**config.mk**
```make
export PLATFORM = sky130hd
export DESIGN_NAME = clkdiv_reload_top
export DESIGN_NICKNAME = d
export VERILOG_FILES = /design/src/rtl/clkdiv_pkg.sv /design/src/rtl/clkdiv_regs.sv /design/src/rtl/clkdiv_commit.sv /design/src/rtl/clkdiv_counter.sv /design/src/rtl/clkdiv_reload_top.sv
export SDC_FILE = /design/constraint.sdc
export NUM_CORES = 1
export LEC_CHECK = 0
export CAP_MARGIN = 15
export CORE_MARGIN = 2
export CORE_UTILIZATION = 28
export CTS_CLUSTER_SIZE = 20
export DETAILED_ROUTE_END_ITERATION = 8
export SYNTH_ARGS = -nofsm -noshare
export SYNTH_HDL_FRONTEND = slang
export SYNTH_SLANG_ARGS = --single-unit
```
**constraint.sdc**
```tcl
create_clock -name clk -period 2.8 [get_ports clk]
set_clock_uncertainty 0.2 [all_clocks]
set_input_delay 0.84 -clock clk [delete_from_list [all_inputs] [get_ports clk]]
set_output_delay 0.84 -clock clk [all_outputs]
set_load 0.01 [all_outputs]
```
**src/rtl/clkdiv_pkg.sv**
```systemverilog
// Package: shared control-field type for the reloadable clock divider.
// Assumes one output channel per divider instance.
package clkdiv_pkg;

    // Stored control bits of the single channel.
    typedef struct packed {
        logic force_ld;   // per-channel reload-force flag
        logic trigger;    // global reload trigger
        logic enable;     // output enable
    } ctrl_t;

endpackage

```
**src/rtl/clkdiv_regs.sv**
```systemverilog
// Register file: holds the control and ratio words and provides a combinational read.
// It makes a one-cycle commit request on the 0->1 transition of (force & trigger),
// and a one-cycle error-clear pulse for a control write with the error bit set.
// Assumes reg_addr is a byte address and that only the two words below are decoded.
module clkdiv_regs
    import clkdiv_pkg::*;
#(
    parameter int ADDR_W      = 4,
    parameter int DATA_W      = 32,
    parameter int RATIO_OFS   = 4,
    parameter int RATIO_W     = 6,
    parameter int RATIO_LSB   = 8,
    parameter int CH_BIT      = 1,
    parameter int TRIG_BIT    = 8,
    parameter int EN_OFS      = 16,
    parameter int ERR_BIT     = 31,
    parameter int RESET_RATIO = 4
) (
    input  logic               clk,
    input  logic               rst_n,
    input  logic               wr,
    input  logic [ADDR_W-1:0]  addr,
    input  logic [DATA_W-1:0]  wdata,
    output logic [DATA_W-1:0]  rdata,
    input  logic               err,
    output ctrl_t              ctrl,
    output logic [RATIO_W-1:0] ratio_word,
    output logic               commit_req,
    output logic               err_clr
);
    localparam int EN_BIT = CH_BIT + EN_OFS;
    localparam logic [ADDR_W-1:0] CTRL_ADDR  = '0;
    localparam logic [ADDR_W-1:0] RATIO_ADDR = ADDR_W'(RATIO_OFS);

    logic both_q;
    logic ctrl_hit;
    logic ratio_hit;

    // Decode the write target.
    always_comb begin
        ctrl_hit  = wr && (addr == CTRL_ADDR);
        ratio_hit = wr && (addr == RATIO_ADDR);
    end

    // Store the control and ratio words and remember the previous force&trigger level.
    always_ff @(posedge clk) begin
        if (!rst_n) begin
            ctrl       <= '0;
            ratio_word <= RATIO_W'(RESET_RATIO);
            both_q     <= 1'b0;
        end else begin
            both_q <= ctrl.force_ld & ctrl.trigger;
            if (ctrl_hit) begin
                ctrl.force_ld <= wdata[CH_BIT];
                ctrl.trigger  <= wdata[TRIG_BIT];
                ctrl.enable   <= wdata[EN_BIT];
            end
            if (ratio_hit) begin
                ratio_word <= wdata[RATIO_LSB +: RATIO_W];
            end
        end
    end

    // Commit request on the rising edge of both reload bits; error clear is write-one.
    always_comb begin
        commit_req = ctrl.force_ld & ctrl.trigger & ~both_q;
        err_clr    = ctrl_hit & wdata[ERR_BIT];
    end

    // Combinational read-back of both words.
    always_comb begin
        rdata = '0;
        if (addr == CTRL_ADDR) begin
            rdata[CH_BIT]   = ctrl.force_ld;
            rdata[TRIG_BIT] = ctrl.trigger;
            rdata[EN_BIT]   = ctrl.enable;
            rdata[ERR_BIT]  = err;
        end else if (addr == RATIO_ADDR) begin
            rdata[RATIO_LSB +: RATIO_W] = ratio_word;
        end
    end
endmodule

```
**src/rtl/clkdiv_commit.sv**
```systemverilog
// Commit stage: checks a requested ratio against the legal mask.
// A legal ratio is staged with a pending flag until the counter takes it.
// An illegal ratio sets the sticky error flag; a setting event wins over a clear.
// Assumes commit_req is a single-cycle pulse.
module clkdiv_commit #(
    parameter int RATIO_W = 6,
    parameter logic [(1<<RATIO_W)-1:0] LEGAL_MASK = 'h170
) (
    input  logic               clk,
    input  logic               rst_n,
    input  logic               commit_req,
    input  logic [RATIO_W-1:0] req_ratio,
    input  logic               take,
    input  logic               err_clr,
    output logic               pend,
    output logic [RATIO_W-1:0] staged,
    output logic               err
);
    logic legal;

    // Look up the requested ratio in the legal mask.
    always_comb legal = LEGAL_MASK[req_ratio];

    // Stage legal requests, flag illegal ones, and drop pending when the counter takes it.
    always_ff @(posedge clk) begin
        if (!rst_n) begin
            pend   <= 1'b0;
            staged <= '0;
            err    <= 1'b0;
        end else begin
            if (commit_req && legal) begin
                staged <= req_ratio;
                pend   <= 1'b1;
            end else if (take) begin
                pend <= 1'b0;
            end
            if (commit_req && !legal) begin
                err <= 1'b1;
            end else if (err_clr) begin
                err <= 1'b0;
            end
        end
    end
endmodule

```
**src/rtl/clkdiv_counter.sv**
```systemverilog
// Divider core: counts parent cycles modulo the committed ratio.
// A staged ratio is adopted only on the last cycle of a period.
// The output is registered and held low while the enable is clear.
// Assumes staged ratios are at least 2.
module clkdiv_counter #(
    parameter int RATIO_W     = 6,
    parameter int RESET_RATIO = 4
) (
    input  logic               clk,
    input  logic               rst_n,
    input  logic               en,
    input  logic               pend,
    input  logic [RATIO_W-1:0] staged,
    output logic               take,
    output logic [RATIO_W-1:0] cur_ratio,
    output logic [RATIO_W-1:0] cnt,
    output logic               clk_out
);
    logic               last;
    logic [RATIO_W-1:0] cnt_nx;
    logic [RATIO_W-1:0] ratio_nx;
    logic               hi_nx;

    // Next count, next ratio and next phase level.
    always_comb begin
        last     = (cnt == cur_ratio - RATIO_W'(1));
        take     = last & pend;
        cnt_nx   = last ? '0 : cnt + RATIO_W'(1);
        ratio_nx = take ? staged : cur_ratio;
        hi_nx    = (cnt_nx < (ratio_nx >> 1));
    end

    // Advance the counter, swap the ratio at the boundary, and drive the gated output.
    always_ff @(posedge clk) begin
        if (!rst_n) begin
            cnt       <= '0;
            cur_ratio <= RATIO_W'(RESET_RATIO);
            clk_out   <= 1'b0;
        end else begin
            cnt       <= cnt_nx;
            cur_ratio <= ratio_nx;
            clk_out   <= en & hi_nx;
        end
    end
endmodule

```
**src/rtl/clkdiv_reload_top.sv**
```systemverilog
// Top level of the reloadable clock divider: register file, commit stage and counter.
// Assumes a single output channel and a byte-addressed register port.
module clkdiv_reload_top
    import clkdiv_pkg::*;
#(
    parameter int ADDR_W      = 4,
    parameter int RATIO_OFS   = 4,
    parameter int RATIO_W     = 6,
    parameter int RATIO_LSB   = 8,
    parameter int CH_BIT      = 1,
    parameter int TRIG_BIT    = 8,
    parameter int EN_OFS      = 16,
    parameter int ERR_BIT     = 31,
    parameter int RESET_RATIO = 4,
    parameter logic [(1<<RATIO_W)-1:0] LEGAL_MASK = 'h170
) (
    input  logic              clk,
    input  logic              rst_n,
    input  logic              reg_wr,
    input  logic [ADDR_W-1:0] reg_addr,
    input  logic [31:0]       reg_wdata,
    output logic [31:0]       reg_rdata,
    output logic              clk_out
);
    ctrl_t              ctrl;
    logic [RATIO_W-1:0] ratio_word;
    logic               commit_req;
    logic               err_clr;
    logic               err;
    logic               pend;
    logic [RATIO_W-1:0] staged;
    logic               take;
    logic [RATIO_W-1:0] cur_ratio;
    logic [RATIO_W-1:0] cnt;

    clkdiv_regs #(
        .ADDR_W(ADDR_W), .DATA_W(32), .RATIO_OFS(RATIO_OFS), .RATIO_W(RATIO_W),
        .RATIO_LSB(RATIO_LSB), .CH_BIT(CH_BIT), .TRIG_BIT(TRIG_BIT),
        .EN_OFS(EN_OFS), .ERR_BIT(ERR_BIT), .RESET_RATIO(RESET_RATIO)
    ) u_regs (
        .clk(clk), .rst_n(rst_n), .wr(reg_wr), .addr(reg_addr),
        .wdata(reg_wdata), .rdata(reg_rdata), .err(err), .ctrl(ctrl),
        .ratio_word(ratio_word), .commit_req(commit_req), .err_clr(err_clr)
    );

    clkdiv_commit #(
        .RATIO_W(RATIO_W), .LEGAL_MASK(LEGAL_MASK)
    ) u_commit (
        .clk(clk), .rst_n(rst_n), .commit_req(commit_req), .req_ratio(ratio_word),
        .take(take), .err_clr(err_clr), .pend(pend), .staged(staged), .err(err)
    );

    clkdiv_counter #(
        .RATIO_W(RATIO_W), .RESET_RATIO(RESET_RATIO)
    ) u_cnt (
        .clk(clk), .rst_n(rst_n), .en(ctrl.enable), .pend(pend), .staged(staged),
        .take(take), .cur_ratio(cur_ratio), .cnt(cnt), .clk_out(clk_out)
    );
endmodule

```
==> results.sh, run 1 <==
export IMPL_wl_um=3690
export IMPL_final_cell_area_um2=2400
export IMPL_grt_max_degree=16
export IMPL_vdd_drop_max_mv=0.270
export IMPL_ys_ff_latch=32
export IMPL_rows=29
export IMPL_power_density_nw_per_um2=434
export IMPL_start_util_pct=29.2
export IMPL_synth_async_sr_flop_share_pct=0
export IMPL_finalNonFillerCells=336
export IMPL_netlist_area_um2=1870
export IMPL_highest_layer="met4"
export IMPL_netlist_top_cell_by_area="dfxtp_1"
export IMPL_synth_distinct_cells=49
export IMPL_cts_tree="yes"
export IMPL_power_mw=1.04
export IMPL_routabilityCongestion=0.782
export IMPL_antenna_cells=0
export IMPL_grt_pass1_wl_um=6260
export IMPL_cts_max_path_buffers=2
export IMPL_htree_levels=2
export IMPL_dr_wl_met3_um=165
export IMPL_overflow=0
export IMPL_drive_gt1_share_pct=27.8
export IMPL_cp_start_kind="register"
export IMPL_placed_cells=322
export IMPL_grt_usage_pct=10.7
export IMPL_synthDominantCellAreaShare_pct=34.3
export IMPL_setup_viol=1
export IMPL_postRouteAntennaNets=0
export IMPL_slowest_stage="or3_4"
export IMPL_seq_area_frac_synth_pct=34.3
export IMPL_ioPinCount=72
export IMPL_slew_violations=0
export IMPL_crit_path_max_incr_delay_ps=390
export IMPL_path_cells="buf_4, or3_4, o21ai_0, nand4_1, nor2_4, mux2i_2, ha_1, a21oi_2, nand2_1, a221oi_2, a31o_1"
export IMPL_final_common_cell="dfxtp_1"
export IMPL_holdWs_ps=271
export IMPL_ys_warn_count=0
export IMPL_critPathCaptureType="register"
export IMPL_area_delta_synth_final_pct=28.6
export IMPL_die_x_um=85.6
export IMPL_routed_via_density=4.29
export IMPL_cp_max_fo=4
export IMPL_leakage_nw=1.05
export IMPL_final_cell_mix="dfxtp_1, buf_4, conb_1, nand2_1"
export IMPL_wl_per_cell_um=11.0
export IMPL_ctsHoldBuffers=0
export IMPL_violations="setup timing"
export IMPL_arrival_ps=2900
export IMPL_clock_sinks=32
export IMPL_cts_buffers=5
export IMPL_antenna_found_initial=0
export IMPL_via_count=1443
export IMPL_synth_area_leaders="dfxtp_1, buf_4, mux2i_1"
export IMPL_status="finished, violations left"
export IMPL_drc_errors=0
export IMPL_final_nets=303
export IMPL_path_class="register to register"
export IMPL_syn_inst=206
export IMPL_core_area_um2=6390
export IMPL_synth_edf_count=0
export IMPL_clk_latency_ps=290
export IMPL_max_freq_ghz=0.349
export IMPL_post_route_min_period_ps=2870
export IMPL_path_clk_slew_ps=70
export IMPL_syn_area_per_cell_um2=9.06
export IMPL_dieArea_um2=7330
export IMPL_grt_pass1_vias=1454
export IMPL_wl_met1_um=1660
export IMPL_drtIter0Drc=70
export IMPL_dp_hpwl_um=2920
export IMPL_rsz0062_at_grt="true"
export IMPL_min_path_type="register to register"
export IMPL_synth_main_ff_cell="dfxtp_1"
export IMPL_port_buffers=25
export IMPL_fp_dieH_um=85.6
export IMPL_cp_required_ps=2840
export IMPL_post_dp_cell_area_um2=2260
export IMPL_root_buffer="clkbuf_8"
export IMPL_finalHoldViolCount=0
export IMPL_drv_cap=0
export IMPL_final_util_pct=37.6
export IMPL_dr_pass1_iters=4
export IMPL_fin_ws_ps=-67.3
export IMPL_dr_wl_met2_um=1830
export IMPL_finalCritPeriodShare_pct=102
==> synth_stat cells, types with 2 or more instances <==
library cell / instances
inv_1: 4
nor2_1: 3
nand2_1: 19
nand3_1: 12
and2_1: 12
o21a_1: 2
xor2_1: 5
nor2_2: 3
xnor2_1: 6
mux2i_1: 11
clkbuf_1: 4
a21boi_0: 7
dfxtp_1: 32
ha_1: 6
o21ai_1: 2
a21oi_1: 4
and3_1: 6
nor2b_1: 12
buf_4: 24
nor3_1: 2
a21boi_1: 2
==> cell type report <==
type	count	area (µm²)
fillers	662	3990
repair buffers	52	407
well taps	77	96.3
clock inverters	3	42.5
clock buffers	5	68.8
multi-input cells	163	1130
flip-flops and latches	32	642
inverters	4	15.0
==> path summary, 6_finish.rpt <==
path,endpoint,slack (ps),startpoint,cells past startpoint
max,u_cnt.clk_out$_SDFF_PN0_,-70,u_cnt.cur_ratio[0]$_SDFFE_PN0N_,11
min,u_commit.pend$_SDFFE_PN0P_,270,u_commit.pend$_SDFFE_PN0P_,2
max reg2reg,u_cnt.clk_out$_SDFF_PN0_,-70,u_cnt.cur_ratio[0]$_SDFFE_PN0N_,11
min reg2reg,u_commit.pend$_SDFFE_PN0P_,270,u_commit.pend$_SDFFE_PN0P_,2
==> per-stage QoR <==
step           setup slack (ps)  setup TNS (ps)
6_report                  -67.3           -67.3
5_1_grt                    -219            -219
4_1_cts                   -67.4           -67.4
3_5_place_dp               -718           -6870
3_3_place_gp               -705           -6810
2_1_floorplan              11.9               0
==> report_power, final <==
part	internal (mW)	switching (mW)
combinational	0.0650	0.0646
sequential	0.463	0.0104
clock	0.263	0.175
==> worst max-delay path, delay by kind of cell (launching register included) <==
kind                       cells  cell delay [ps]
AOI/OAI and AO/OA              4              710
buffers and inverters          1              140
muxes                          1              270
adders and majority gates      1              280
and+or+nand+nor                4              900
DFF                            1              320
==> registers in the layout, summed over array words and instances, names as in the netlist <==
signal and count:
u_cnt.clk_out 1, u_cnt.cnt 6, u_cnt.cur_ratio 6, u_commit.err 1
u_commit.legal 1, u_commit.pend 1, u_commit.staged 6, u_regs.both_q 1
u_regs.ctrl 3, u_regs.ratio_word 6
==> cell families after synthesis <==
kind of cell               count (synthesis)  synth area share [%]
xor gates and xnor gates                  11                  5.16
DFF                                       32                  34.3
other                                      1                 0.201
adders and majority gates                  6                  4.02
muxes                                     12                  6.51
buffers and inverters                     33                  11.5
AOI/OAI and AO/OA                         27                  11.4
and+or+nand+nor                           84                  26.8
==> routing by layer <==
layer	track usage, %	up-vias
li1	-	759
met1	11.9	637
met2	19.5	43
met3	2.50	4
met4	4.33	0
met5	0	-
==> timing repair <==
| action | CTS | global route |
|---|---|---|
| gates resized for setup | 55 | 2 |
| endpoints found under the setup margin | 11 | 2 |
| setup buffers | 6 | 1 |
| pin swaps | 6 | 4 |
No activity file was read; power rests on OpenSTA's default activity.
==> run 2, diff against run 1 <==
==> constraint.sdc (replaced) <==
create_clock -name clk -period 2.8 [get_ports clk]
set_clock_uncertainty 0.2 [all_clocks]
set_input_delay 0.7 -clock clk [delete_from_list [all_inputs] [get_ports clk]]
set_output_delay 0.7 -clock clk [all_outputs]
set_load 0.01 [all_outputs]
==> results.sh, run 2 (synthesis results as in run 1) <==
export IMPL_status="finished, violations left"
export IMPL_violations="setup timing"
export IMPL_intPower_uw=795
export IMPL_start_util_pct=29.2
export IMPL_antenna_found_initial=0
export IMPL_cp_start_kind="register"
export IMPL_final_nets=308
export IMPL_cts_max_path_buffers=2
export IMPL_power_density_nw_per_um2=424
export IMPL_rows=29
export IMPL_port_buffers=25
export IMPL_p_seq_share_pct=45.9
export IMPL_dr_pass1_iters=4
export IMPL_dp_hpwl_um=2830
export IMPL_fp_dieH_um=85.6
export IMPL_cts_tree="yes"
export IMPL_critPathCaptureType="register"
export IMPL_p_sw_uw=238
export IMPL_drtIter0Drc=48
export IMPL_clk_latency_ps=280
export IMPL_ioPinCount=72
export IMPL_drv_cap=0
export IMPL_arrival_ps=2930
export IMPL_htree_levels=2
export IMPL_leakage_nw=1.09
export IMPL_holdWs_ps=273
export IMPL_wl_um=3730
export IMPL_place_ws_ps=-441
export IMPL_reg2reg_depth=12
export IMPL_routabilityCongestion=0.763
export IMPL_path_clk_slew_ps=60
export IMPL_min_path_cells=2
export IMPL_core_area_um2=6390
export IMPL_final_common_cell="buf_4"
export IMPL_fin_ws_ps=-110
export IMPL_die_x_um=85.6
export IMPL_routed_via_density=4.34
export IMPL_pwr_share_clk_pct=41.2
export IMPL_grt_pass1_wl_um=6490
export IMPL_combPwrFrac_pct=13.0
export IMPL_finalCritPeriodShare_pct=104
export IMPL_post_route_min_period_ps=2910
export IMPL_cp_max_fo=4
export IMPL_wl_per_cell_um=11.0
export IMPL_finalHoldViolCount=0
export IMPL_grt_usage_pct=11.0
export IMPL_rsz0062_at_grt="true"
export IMPL_postRouteAntennaNets=0
export IMPL_fillers=670
export IMPL_swShare_pct=23.0
export IMPL_cts_buffers=5
export IMPL_vdd_drop_max_mv=0.226
export IMPL_root_buffer="clkbuf_8"
export IMPL_via_count=1479
export IMPL_area_delta_synth_final_pct=30.5
export IMPL_min_path_type="register to register"
export IMPL_final_cell_mix="buf_4, dfxtp_1, conb_1, nand2_1"
export IMPL_overflow=0
export IMPL_max_freq_ghz=0.344
export IMPL_grt_max_degree=18
export IMPL_clock_sinks=32
export IMPL_drc_errors=0
export IMPL_drive_gt1_share_pct=28.0
export IMPL_dieArea_um2=7330
export IMPL_antenna_cells=0
export IMPL_path_class="register to register"
export IMPL_grt_pass1_vias=1479
export IMPL_slew_violations=0
export IMPL_setup_viol=1
export IMPL_cp_required_ps=2820
run 2: repair_timing:
action                                  CTS  global route
resized for setup                        25            18
hold buffers                              0             0
pin swaps                                 7             5
endpoints found under the setup margin   11            11
cloned                                    1             0
buffers inserted                         11             0
run 2: final timing paths:
path | startpoint | endpoint | slack (ps)
max reg2reg | u_cnt.cur_ratio[0]$_SDFFE_PN0N_ | u_cnt.clk_out$_SDFF_PN0_ | -110
max | u_cnt.cur_ratio[0]$_SDFFE_PN0N_ | u_cnt.clk_out$_SDFF_PN0_ | -110
min | u_commit.staged[1]$_SDFFE_PN0P_ | u_cnt.cur_ratio[1]$_SDFF_PN0_ | 270
min reg2reg | u_commit.staged[1]$_SDFFE_PN0P_ | u_cnt.cur_ratio[1]$_SDFF_PN0_ | 270
run 2: power groups by stage:
| stage | Sequential [mW] | Clock (mW) | Combinational, mW |
|---|---|---|---|
| floorplan | 0.480 | 0 | 0.106 |
| global placement | 0.484 | 0 | 0.126 |
| detailed placement | 0.484 | 0 | 0.127 |
| CTS | 0.474 | 0.443 | 0.134 |
| global route | 0.475 | 0.462 | 0.148 |
| finish | 0.474 | 0.425 | 0.134 |
run 2: layer usage:
layer	vias up	share of wire, %	global-route usage, %
li1	772	-	-
met1	654	44	12.7
met2	44	49	19.7
met3	9	4.7	2.79
met4	0	2.5	3.90
met5	-	0	0
run 2: worst max-delay path, cell delays in order, from the launching register on:
cell and delay [ps]:
dfxtp_2 320, inv_2 60, ha_4 120, or3b_1 350, a211oi_2 240, nand4_1 220
nor2_4 220, mux2i_2 270, ha_1 290, a21oi_2 140, nand2_1 80, a221oi_2 220
a31o_1 130
run 2: final cells by class:
class / count / area [µm²] / area share [%]
inverters: 4 / 15.0 / 0.617
flip-flops and latches: 32 / 643 / 26.4
clock buffers: 6 / 72.6 / 2.98
well taps: 77 / 96.3 / 3.96
repair buffers: 57 / 439 / 18.0
clock inverters: 2 / 35.0 / 1.44
multi-input cells: 163 / 1130 / 46.6
run 2: stage by stage:
| stage | instance area, µm² | instances | power (mW) | util, % | TNS [ps] |
|---|---|---|---|---|---|
| 5_1_grt | 2430 | 341 | 1.09 | 38.1 | -265 |
| 2_1_floorplan | 1950 | 228 | 0.585 | - | 0 |
| 3_5_place_dp | 2250 | 321 | 0.612 | 35.2 | -4230 |
| 4_1_cts | 2470 | 341 | 1.05 | 38.6 | -131 |
| 3_3_place_gp | 2250 | 321 | 0.610 | 35.2 | -4150 |
| 6_report | 2430 | 341 | 1.03 | 38.1 | -110 |
